==> config.mk <==
export PLATFORM = sky130hd
export DESIGN_NAME = pbus_ctrl
export DESIGN_NICKNAME = d
export VERILOG_FILES = /design/src/rtl/pbus_pkg.sv /design/src/rtl/pbus_tick.sv /design/src/rtl/pbus_arb.sv /design/src/rtl/pbus_seq.sv /design/src/rtl/pbus_regs.sv /design/src/rtl/pbus_ctrl.sv
export SDC_FILE = /design/constraint.sdc
export NUM_CORES = 1
export LEC_CHECK = 0
export ABC_AREA = 1
export BUFFER_PORTS_ARGS = -buffer_cell sky130_fd_sc_hd__buf_2
export CORE_ASPECT_RATIO = 0.6
export CORE_MARGIN = 2
export CORE_UTILIZATION = 40
export CTS_CLUSTER_DIAMETER = 30
export DETAILED_ROUTE_END_ITERATION = 16
export MAX_ROUTING_LAYER = met4
export PLACE_DENSITY = 0.71
export SYNTH_ARGS = -nofsm -noshare
export SYNTH_HDL_FRONTEND = slang
export SYNTH_SLANG_ARGS = --single-unit
==> constraint.sdc <==
create_clock -name clk -period 1.4 [get_ports clk]
set_input_delay 0.42 -clock clk [delete_from_list [all_inputs] [get_ports clk]]
set_output_delay 0.42 -clock clk [all_outputs]
set_load 0.05 [all_outputs]
==> src/rtl/pbus_pkg.sv <==
package pbus_pkg;
   typedef enum logic [1:0] {
      CYC_DWR = 2'b00,
      CYC_DRD = 2'b01,
      CYC_AWR = 2'b10
   } cyc_kind_e;
endpackage

==> src/rtl/pbus_tick.sv <==
module pbus_tick #(
   parameter int DIV = 4
) (
   input  logic clk,
   input  logic rst_n,
   input  logic restart,
   input  logic fast,
   output logic tick
);
   generate
      if (DIV == 1) begin : g_nodiv
         assign tick = 1'b1;
      end else begin : g_div
         localparam int CW = $clog2(DIV);
         localparam logic [CW-1:0] LAST = CW'(DIV - 1);
         logic [CW-1:0] cnt;
         assign tick = fast | (cnt == LAST);
         always_ff @(posedge clk or negedge rst_n) begin
            if (!rst_n)            cnt <= '0;
            else if (restart)      cnt <= '0;
            else if (cnt == LAST)  cnt <= '0;
            else                   cnt <= cnt + 1'b1;
         end
      end
   endgenerate
endmodule

==> src/rtl/pbus_arb.sv <==
module pbus_arb
   import pbus_pkg::*;
#(
   parameter int DATA_W = 8
) (
   input  logic              clk,
   input  logic              rst_n,
   input  logic              en,
   input  logic              own,
   input  logic              busy,
   input  logic              cpu_awr,
   input  logic              cpu_dwr,
   input  logic              cpu_rd,
   input  logic [DATA_W-1:0] cpu_wdata,
   input  logic              st_valid,
   input  logic [1:0]        st_op,
   input  logic [DATA_W-1:0] st_wdata,
   output logic              st_ready,
   output logic              start,
   output cyc_kind_e         start_kind,
   output logic [DATA_W-1:0] start_data,
   output logic              ovr_evt
);
   logic cpu_any, cpu_multi, cpu_go, st_go;
   cyc_kind_e cpu_kind, st_kind;

   assign cpu_any   = cpu_awr | cpu_dwr | cpu_rd;
   assign cpu_multi = $countones({cpu_awr, cpu_dwr, cpu_rd}) > 1;
   assign cpu_go    = en & ~own & ~busy & cpu_any;
   assign st_ready  = en & own & ~busy;
   assign st_go     = st_ready & st_valid;

   always_comb begin
      if (cpu_awr)      cpu_kind = CYC_AWR;
      else if (cpu_dwr) cpu_kind = CYC_DWR;
      else              cpu_kind = CYC_DRD;
      if (st_op[1])     st_kind = CYC_AWR;
      else if (st_op[0]) st_kind = CYC_DRD;
      else              st_kind = CYC_DWR;
   end

   assign start      = cpu_go | st_go;
   assign start_kind = own ? st_kind : cpu_kind;
   assign start_data = own ? st_wdata : cpu_wdata;
   assign ovr_evt    = en & ~own & cpu_any & (busy | cpu_multi);

   a_r8_no_start_busy: assert property (@(posedge clk) disable iff (!rst_n)
      busy |-> !start);
   a_r10_own_blocks_cpu: assert property (@(posedge clk) disable iff (!rst_n)
      (own && !st_valid) |-> !start);
endmodule

==> src/rtl/pbus_seq.sv <==
module pbus_seq
   import pbus_pkg::*;
#(
   parameter int DATA_W = 8,
   parameter int ADDR_W = 4,
   parameter int WS_W   = 2
) (
   input  logic              clk,
   input  logic              rst_n,
   input  logic              start,
   input  cyc_kind_e         kind,
   input  logic [DATA_W-1:0] wdata,
   input  logic [WS_W-1:0]   wait_n,
   input  logic              own,
   input  logic              tick,
   output logic              astb,
   output logic              dstb,
   output logic              dir,
   output logic [DATA_W-1:0] dout,
   output logic              busy,
   output logic              fin,
   output logic              fin_rd,
   output logic              cyc_st
);
   logic              act, is_addr, is_rd;
   logic [WS_W-1:0]   cnt;
   logic [DATA_W-1:0] addr_ext;

   generate
      if (DATA_W > ADDR_W) begin : g_pad
         assign addr_ext = {{(DATA_W-ADDR_W){1'b0}}, wdata[ADDR_W-1:0]};
      end else begin : g_nopad
         assign addr_ext = wdata;
      end
   endgenerate

   assign fin    = act & tick & (cnt == '0);
   assign fin_rd = fin & is_rd;
   assign busy   = act;
   assign astb   = act & is_addr;
   assign dstb   = act & ~is_addr;
   assign dir    = act & ~is_rd;

   always_ff @(posedge clk or negedge rst_n) begin
      if (!rst_n) begin
         act     <= 1'b0;
         is_addr <= 1'b0;
         is_rd   <= 1'b0;
         cnt     <= '0;
         dout    <= '0;
         cyc_st  <= 1'b0;
      end else if (start) begin
         act     <= 1'b1;
         is_addr <= (kind == CYC_AWR);
         is_rd   <= (kind == CYC_DRD);
         cnt     <= wait_n;
         cyc_st  <= own;
         if (kind == CYC_AWR)      dout <= addr_ext;
         else if (kind == CYC_DWR) dout <= wdata;
         else                      dout <= '0;
      end else if (fin) begin
         act <= 1'b0;
      end else if (act && tick) begin
         cnt <= cnt - 1'b1;
      end
   end

   a_r4_one_strobe: assert property (@(posedge clk) disable iff (!rst_n)
      $onehot0({astb, dstb}));
   a_r4_strobe_hold: assert property (@(posedge clk) disable iff (!rst_n)
      (act && !fin) |=> (act && $stable(is_addr) && $stable(is_rd)));
   a_r12_dout_steady: assert property (@(posedge clk) disable iff (!rst_n)
      (dir && !fin) |=> $stable(dout));
endmodule

==> src/rtl/pbus_regs.sv <==
module pbus_regs
   import pbus_pkg::*;
#(
   parameter int DATA_W = 8,
   parameter int ADDR_W = 4
) (
   input  logic              clk,
   input  logic              rst_n,
   input  logic              start,
   input  cyc_kind_e         kind,
   input  logic [DATA_W-1:0] wdata,
   input  logic              fin,
   input  logic              fin_rd,
   input  logic              fin_st,
   input  logic [DATA_W-1:0] bus_din,
   input  logic              ovr_evt,
   input  logic              ovr_clr,
   input  logic              irq_clr,
   input  logic              irq_en,
   output logic [DATA_W-1:0] data_q,
   output logic [ADDR_W-1:0] addr_q,
   output logic              irq_flag,
   output logic              irq,
   output logic              ovr,
   output logic              st_done
);
   logic cpu_fin;
   assign cpu_fin = fin & ~fin_st;
   assign irq     = irq_flag & irq_en;

   always_ff @(posedge clk or negedge rst_n) begin
      if (!rst_n) begin
         data_q   <= '0;
         addr_q   <= '0;
         irq_flag <= 1'b0;
         ovr      <= 1'b0;
         st_done  <= 1'b0;
      end else begin
         if (fin_rd)                          data_q <= bus_din;
         else if (start && kind == CYC_DWR)   data_q <= wdata;
         if (start && kind == CYC_AWR)        addr_q <= wdata[ADDR_W-1:0];
         if (cpu_fin)      irq_flag <= 1'b1;
         else if (irq_clr) irq_flag <= 1'b0;
         if (ovr_evt)      ovr <= 1'b1;
         else if (ovr_clr) ovr <= 1'b0;
         st_done <= fin & fin_st;
      end
   end

   a_r6_flag_on_end: assert property (@(posedge clk) disable iff (!rst_n)
      cpu_fin |=> irq_flag);
   a_r7_clear_works: assert property (@(posedge clk) disable iff (!rst_n)
      (irq_clr && !cpu_fin) |=> !irq_flag);
   a_r8_ovr_set: assert property (@(posedge clk) disable iff (!rst_n)
      ovr_evt |=> ovr);
   a_r8_ovr_sticky: assert property (@(posedge clk) disable iff (!rst_n)
      (ovr && !ovr_clr) |=> ovr);
   a_r11_done_pulse: assert property (@(posedge clk) disable iff (!rst_n)
      st_done |=> !st_done);
endmodule

==> src/rtl/pbus_ctrl.sv <==
module pbus_ctrl
   import pbus_pkg::*;
#(
   parameter int DATA_W = 8,
   parameter int ADDR_W = 4,
   parameter int WS_W   = 2,
   parameter int DIV    = 4
) (
   input  logic              clk,
   input  logic              rst_n,
   input  logic              cfg_en,
   input  logic              cfg_own,
   input  logic [WS_W-1:0]   cfg_wait,
   input  logic              irq_en,
   input  logic              cpu_addr_wr,
   input  logic              cpu_data_wr,
   input  logic              cpu_rd_req,
   input  logic [DATA_W-1:0] cpu_wdata,
   input  logic              cpu_ovr_clr,
   input  logic              cpu_irq_clr,
   output logic              cpu_busy,
   output logic              cpu_ovr,
   output logic              cpu_irq_flag,
   output logic              cpu_irq,
   output logic [DATA_W-1:0] cur_data,
   output logic [ADDR_W-1:0] cur_addr,
   input  logic              st_valid,
   input  logic [1:0]        st_op,
   input  logic [DATA_W-1:0] st_wdata,
   output logic              st_ready,
   output logic              st_done,
   output logic              bus_astb,
   output logic              bus_dstb,
   output logic              bus_dir,
   output logic [DATA_W-1:0] bus_dout,
   input  logic [DATA_W-1:0] bus_din
);
   generate
      if (ADDR_W > DATA_W) begin : g_chk_aw
         $error("pbus_ctrl: ADDR_W must not exceed DATA_W");
      end
      if (WS_W < 1 || WS_W > 8) begin : g_chk_ws
         $error("pbus_ctrl: WS_W out of range");
      end
      if (DIV < 1) begin : g_chk_div
         $error("pbus_ctrl: DIV must be at least 1");
      end
   endgenerate

   logic              start, ovr_evt, tick, fin, fin_rd, cyc_st;
   cyc_kind_e         start_kind;
   logic [DATA_W-1:0] start_data;

   pbus_arb #(.DATA_W(DATA_W)) u_arb (
      .clk(clk), .rst_n(rst_n), .en(cfg_en), .own(cfg_own), .busy(cpu_busy),
      .cpu_awr(cpu_addr_wr), .cpu_dwr(cpu_data_wr), .cpu_rd(cpu_rd_req),
      .cpu_wdata(cpu_wdata), .st_valid(st_valid), .st_op(st_op),
      .st_wdata(st_wdata), .st_ready(st_ready), .start(start),
      .start_kind(start_kind), .start_data(start_data), .ovr_evt(ovr_evt)
   );

   pbus_tick #(.DIV(DIV)) u_tick (
      .clk(clk), .rst_n(rst_n), .restart(start), .fast(cyc_st), .tick(tick)
   );

   pbus_seq #(.DATA_W(DATA_W), .ADDR_W(ADDR_W), .WS_W(WS_W)) u_seq (
      .clk(clk), .rst_n(rst_n), .start(start), .kind(start_kind),
      .wdata(start_data), .wait_n(cfg_wait), .own(cfg_own), .tick(tick),
      .astb(bus_astb), .dstb(bus_dstb), .dir(bus_dir), .dout(bus_dout),
      .busy(cpu_busy), .fin(fin), .fin_rd(fin_rd), .cyc_st(cyc_st)
   );

   pbus_regs #(.DATA_W(DATA_W), .ADDR_W(ADDR_W)) u_regs (
      .clk(clk), .rst_n(rst_n), .start(start), .kind(start_kind),
      .wdata(start_data), .fin(fin), .fin_rd(fin_rd), .fin_st(cyc_st),
      .bus_din(bus_din), .ovr_evt(ovr_evt), .ovr_clr(cpu_ovr_clr),
      .irq_clr(cpu_irq_clr), .irq_en(irq_en), .data_q(cur_data),
      .addr_q(cur_addr), .irq_flag(cpu_irq_flag), .irq(cpu_irq),
      .ovr(cpu_ovr), .st_done(st_done)
   );

   a_r9_idle_when_off: assert property (@(posedge clk) disable iff (!rst_n)
      (!cfg_en && !cpu_busy) |=> !cpu_busy);
   a_r12_dir_only_write: assert property (@(posedge clk) disable iff (!rst_n)
      bus_dir |-> (bus_astb || bus_dstb));
endmodule

Word level (Yosys, flattened, before mapping)
Cells that the tools add are included.
Word-level totals
  register bits after elaboration: 31
  input port bits: 39
  output and inout bits: 29
  word-level logic and storage cells: 80
Operators by class
  add/sub/neg operators: 4
  order comparisons: 1
  equal/unequal tests: 4
  muxes and demuxes: 21
  bitwise operators: 27
  reduce and logical (&&, ||, !) cells: 11
Operators with widths (count)
  2-to-1 mux 8 bit: 5
  adder 32 x 1 -> 32 bit: 1
  greater-than comparator 32 x 2 -> 1 bit (second input constant): 1
  AND 1 bit: 17
  2-to-1 mux 2 bit: 8
  nonzero test 2 bit: 5
  2-to-1 mux 1 bit: 8
  NOT 1 bit: 5
  bitwise OR 1 bit: 5
  == test 2 bit (second input constant): 2
  zero test 2 bit: 2
  logical AND 1 bit: 3
  adder 1 x 1 -> 2 bit: 1
  adder 2 x 1 -> 2 bit (second input constant): 1
  == test 2 x 1 -> 1 bit (second input constant): 1
  inequality test 2 x 1 -> 1 bit (second input constant): 1
  AND reduction 2 bit: 1
  subtractor 2 x 1 -> 2 bit (second input constant): 1

Logic depth before layout (Yosys ltp)
  depth after elaboration: 8
  mapped depth: 9
  depth with buffers taken out: 9

By module
From an unflattened synthesis, not the netlist that was laid out.
Second synthesis, totals
  cells, all modules: 227
  area total of the unflattened synthesis: 1716.6 um^2
By module, submodules not included
  pbus_regs: instances 1, cells each 87, area an instance 721.9 um^2, sequential area each 375.4 um^2
  pbus_seq: instances 1, cells each 78, area an instance 653.1 um^2, sequential area each 350.3 um^2
  pbus_arb: instances 1, cells each 52, area an instance 250.2 um^2, sequential area each 0.0 um^2
  pbus_tick: instances 1, cells each 10, area an instance 91.3 um^2, sequential area each 50.0 um^2

Least setup slack after synthesis
OpenSTA, ideal clock, no wires.
  kind: register -> output
  from: register u_seq.act, in the netlist u_seq.busy
  to: output bus_dir
  data arrival time: 1483 ps
  required time: 980 ps
  slack: -503 ps
  stages on the path, launching flop included: 3
  path buffers: 0
  path through: dfrtp_1 > inv_2 > nor2_1
Between the ends
  cells in the longest elaborated chain, start to end: 1
Ends and longest elaborated chain
  start: declaration: RTL line pbus_seq.sv:25  | logic act, is_addr, is_rd;
  start signal: assignment: RTL line pbus_seq.sv:46  | act <= 1'b0;
  start signal: assignment: RTL line pbus_seq.sv:53  | act <= 1'b1;
  start signal: assignment: RTL line pbus_seq.sv:62  | act <= 1'b0;
  AND 1 bit: RTL line pbus_seq.sv:42  | assign dir = act & ~is_rd;
  end: declaration: RTL line pbus_ctrl.sv:34  | output logic bus_dir,
No other way between the ends.

Final worst setup path
Ends and elaborated chain as after synthesis.

==> flow_metrics.py <==
metrics = {
    "final_layout": {
        "n_antenna_cell": 0,
        "ff_latch_area_um2": 779,
        "num-fill-cells": 376,
        "drive_above_1_share_pct": 45.1,
        "layoutNonFillerInstCount": 354,
        "num-nets-final": 345,
        "area_growth_pct": 48.5,
        "final_area_um2": 2450,
        "multi_input_area_um2": 841,
    },
    "worst_setup_path": {
        "crit_slowest_cell": "dfrtp_2",
        "cp.arrival_ns": 1.08,
        "max_stage_delay_ns": 0.47,
        "crit_path_end_kind": "primary output",
        "crit_fanout": 6,
        "worstPathRequired_ns": 0.98,
        "crit_chain": "inv_4, nor2_4, buf_6",
        "crit_type": "reg -> out",
        "rrSetupSlack_ns": -0.02,
        "crit_path_start_kind": "flip-flop",
    },
    "floorplanning": {
        "row_count": 18,
        "die_y_um": 53.7,
        "num_io_pins": 68,
        "dieArea_um2": 4670,
        "dieWidth_um": 86.9,
        "start_util_pct": 40.9,
        "core_um2": 4030,
    },
    "detailed_routing": {
        "finalWirelength_um": 4640,
        "routedWlPerCell_um": 13.1,
        "highest_layer": "met4",
        "via_count": 1699,
        "drtPass1Iterations": 4,
        "antenna_left": 0,
        "route.met3.wl_um": 406,
        "wl_met1_um": 2200,
        "dr.first_iter.drc_count": 68,
        "viasPerCell": 4.80,
        "drcViolationCount": 0,
        "met2WireLength_um": 1960,
    },
    "synthesis": {
        "ys_types": 22,
        "ys_seq_elements": 31,
        "synth_warnings": 0,
        "synth.most_common_cell": "nand2_1",
        "synth-seq-area-share_pct": 47.0,
        "synth_edf_count": 0,
        "avgSynthCellArea_um2": 7.89,
        "synth_cells": 209,
        "ys.flop_type": "dfrtp_1",
        "syn_nets": 251,
        "synth_area_leaders": "dfrtp_1, nand2_1, nand3_1",
        "ys_top_cells_by_count": "nand2_1, dfrtp_1, inv_1, nand3_1, o21ai_1",
        "netlist_area_um2": 1650,
        "post-synth-top-area-cell": "dfrtp_1",
        "synth_top_cell_area_share_pct": 47.0,
        "async_flop_share_pct": 100,
    },
    "sta": {
        "period_needed_ns": 1.50,
        "relSlewSlack_pct": 79.8,
        "min_period_over_period_pct": 107,
        "final_max_slew_viol_count": 0,
        "hold_viol_final": 0,
        "setup_viol": 10,
        "postLayoutSetupSlackWorst_ns": -0.0999,
        "tightest_slew_ns": 0.303,
        "fmax_ghz": 0.667,
        "holdWs_ns": 0.0124,
        "fin_skew_ns": 0.00284,
        "tns_ns": -0.473,
        "rsz0062_at_grt": "yes",
    },
    "global_routing": {
        "grt_max_degree": 22,
        "grt_pass1_vias": 1582,
        "grt_remaining_overflow": 0,
        "grt_pass1_wl_um": 7310,
        "antenna_found_initial": 0,
        "grtUsageTotal_pct": 21.8,
    },
    "pwr": {
        "power_density_nw_per_um2": 2320,
        "power_frac_seq_pct": 28.3,
        "power_switching_share_pct": 51.1,
        "switchingPower_mw": 2.90,
        "clkPwrFrac_pct": 13.9,
        "ir_drop_mv": 0.930,
        "p_int_mw": 2.77,
        "power.total_mw": 5.68,
        "p_comb_share_pct": 57.8,
        "power.leakage_nw": 1.38,
    },
    "min_path": {
        "hold_path.class": "in -> async",
    },
    "status": {
        "violations": "negative setup slack",
        "status": "finished with violations",
    },
    "clocking": {
        "clk-insertion-delay-late_ns": 0.29,
        "numClockSinks": 31,
        "h-tree-depth": 2,
        "clockBufferDepth": 2,
        "clockRootBuffer": "clkbuf_8",
        "cts_hold_buf": 0,
        "tritoncts": "yes",
        "clkTransAtPathRegs_ns": 0.07,
        "cts_buffers": 5,
    },
    "placement": {
        "place_congestion": 0.807,
        "dpl_cell_area_um2": 2230,
        "place_hpwl_um": 3530,
        "portBuffers": 67,
        "numPlacedInstances": 341,
    },
    "run": {
        "max-cap-violations": 0,
    },
}
-- sequential cells by signal (all words and copies together) (netlist names) --
name	cells
u_regs.addr_q	4
u_regs.data_q	8
u_regs.irq_flag	1
u_regs.ovr	1
u_regs.st_done	1
u_seq.busy	1
u_seq.cnt	2
u_seq.cyc_st	1
u_seq.dout	8
u_seq.is_addr	1
u_seq.is_rd	1
u_tick.g_div.cnt	2
-- metrics by stage --
stage | utilization, % | setup WS [ns]
global placement | 55.3 | -0.0493
global route | 60.7 | -0.144
finish | 60.7 | -0.0999
floorplan | - | -0.125
CTS | 59.5 | -0.0998
detailed placement | 55.3 | -0.0868
-- critical path, delay by kind of cell, from the launching register on --
kind / cells / cell delay, ns
flip-flops: 1 / 0.47
buffers and inverters: 2 / 0.24
AND/OR/NAND/NOR: 1 / 0.09
-- path summary, 6_finish.rpt --
path                       cells past startpoint             endpoint           startpoint
hold reg to reg                                1  u_tick.g_div.cnt[0]  u_tick.g_div.cnt[0]
max in group asynchronous                      2     u_regs.addr_q[1]                rst_n
min in group clk                               2      u_regs.irq_flag          cpu_irq_clr
hold / removal                                 1  u_tick.g_div.cnt[0]                rst_n
setup / recovery                               3              bus_dir           u_seq.busy
setup reg to reg                               8     u_regs.data_q[4]  u_tick.g_div.cnt[0]
-- layout make-up --
type / count / area share, %
well taps: 50 / 2.55
multi-input cells: 153 / 34.3
repair buffers: 92 / 23.8
flip-flops and latches: 31 / 31.8
inverters: 20 / 3.37
clock buffers: 8 / 4.09
-- layout by cell type (no fill, tap or decap), drive strengths merged --
cell / n
buf: 92
nor3: 2
nor2: 15
dfrtp: 31
inv: 20
clkbuf: 8
nand2: 92
a21oi: 2
ha: 3
o21a: 1
nand3: 21
o21ai: 17
-- timing repair --
action | in CTS | in global routing
setup buffers | 3 | 1
pin swaps | 0 | 1
endpoints found under the setup margin | 10 | 19
cloned | 0 | 1
gates resized for setup | 14 | 7
-- cell families (layout without fill, tap and decap cells) --
group	count (synthesis)	in the layout	share of synthesized area [%]
adders and majority gates	3	3	2.28
AOI/OAI and AO/OA	20	20	6.68
DFF	31	31	47.0
and+or+nand+nor	129	130	35.8
buffers and inverters	26	120	8.19
-- metal layers --
metal	up-vias	track usage (%)
met4	0	8.59
met3	8	5.37
met2	68	31.6
met1	774	29.7
met5	-	-
li1	849	-
-- power by group through the flow --
stage | clock network (mW) | logic, mW | registers (mW)
floorplan | 0 | 1.19 | 2.51
global placement | 0 | 2.90 | 1.58
detailed placement | 0 | 2.97 | 1.59
CTS | 0.790 | 3.15 | 1.59
global route | 0.831 | 3.54 | 1.65
finish | 0.792 | 3.28 | 1.61
Note: power is estimated with default switching activity, not from simulation.
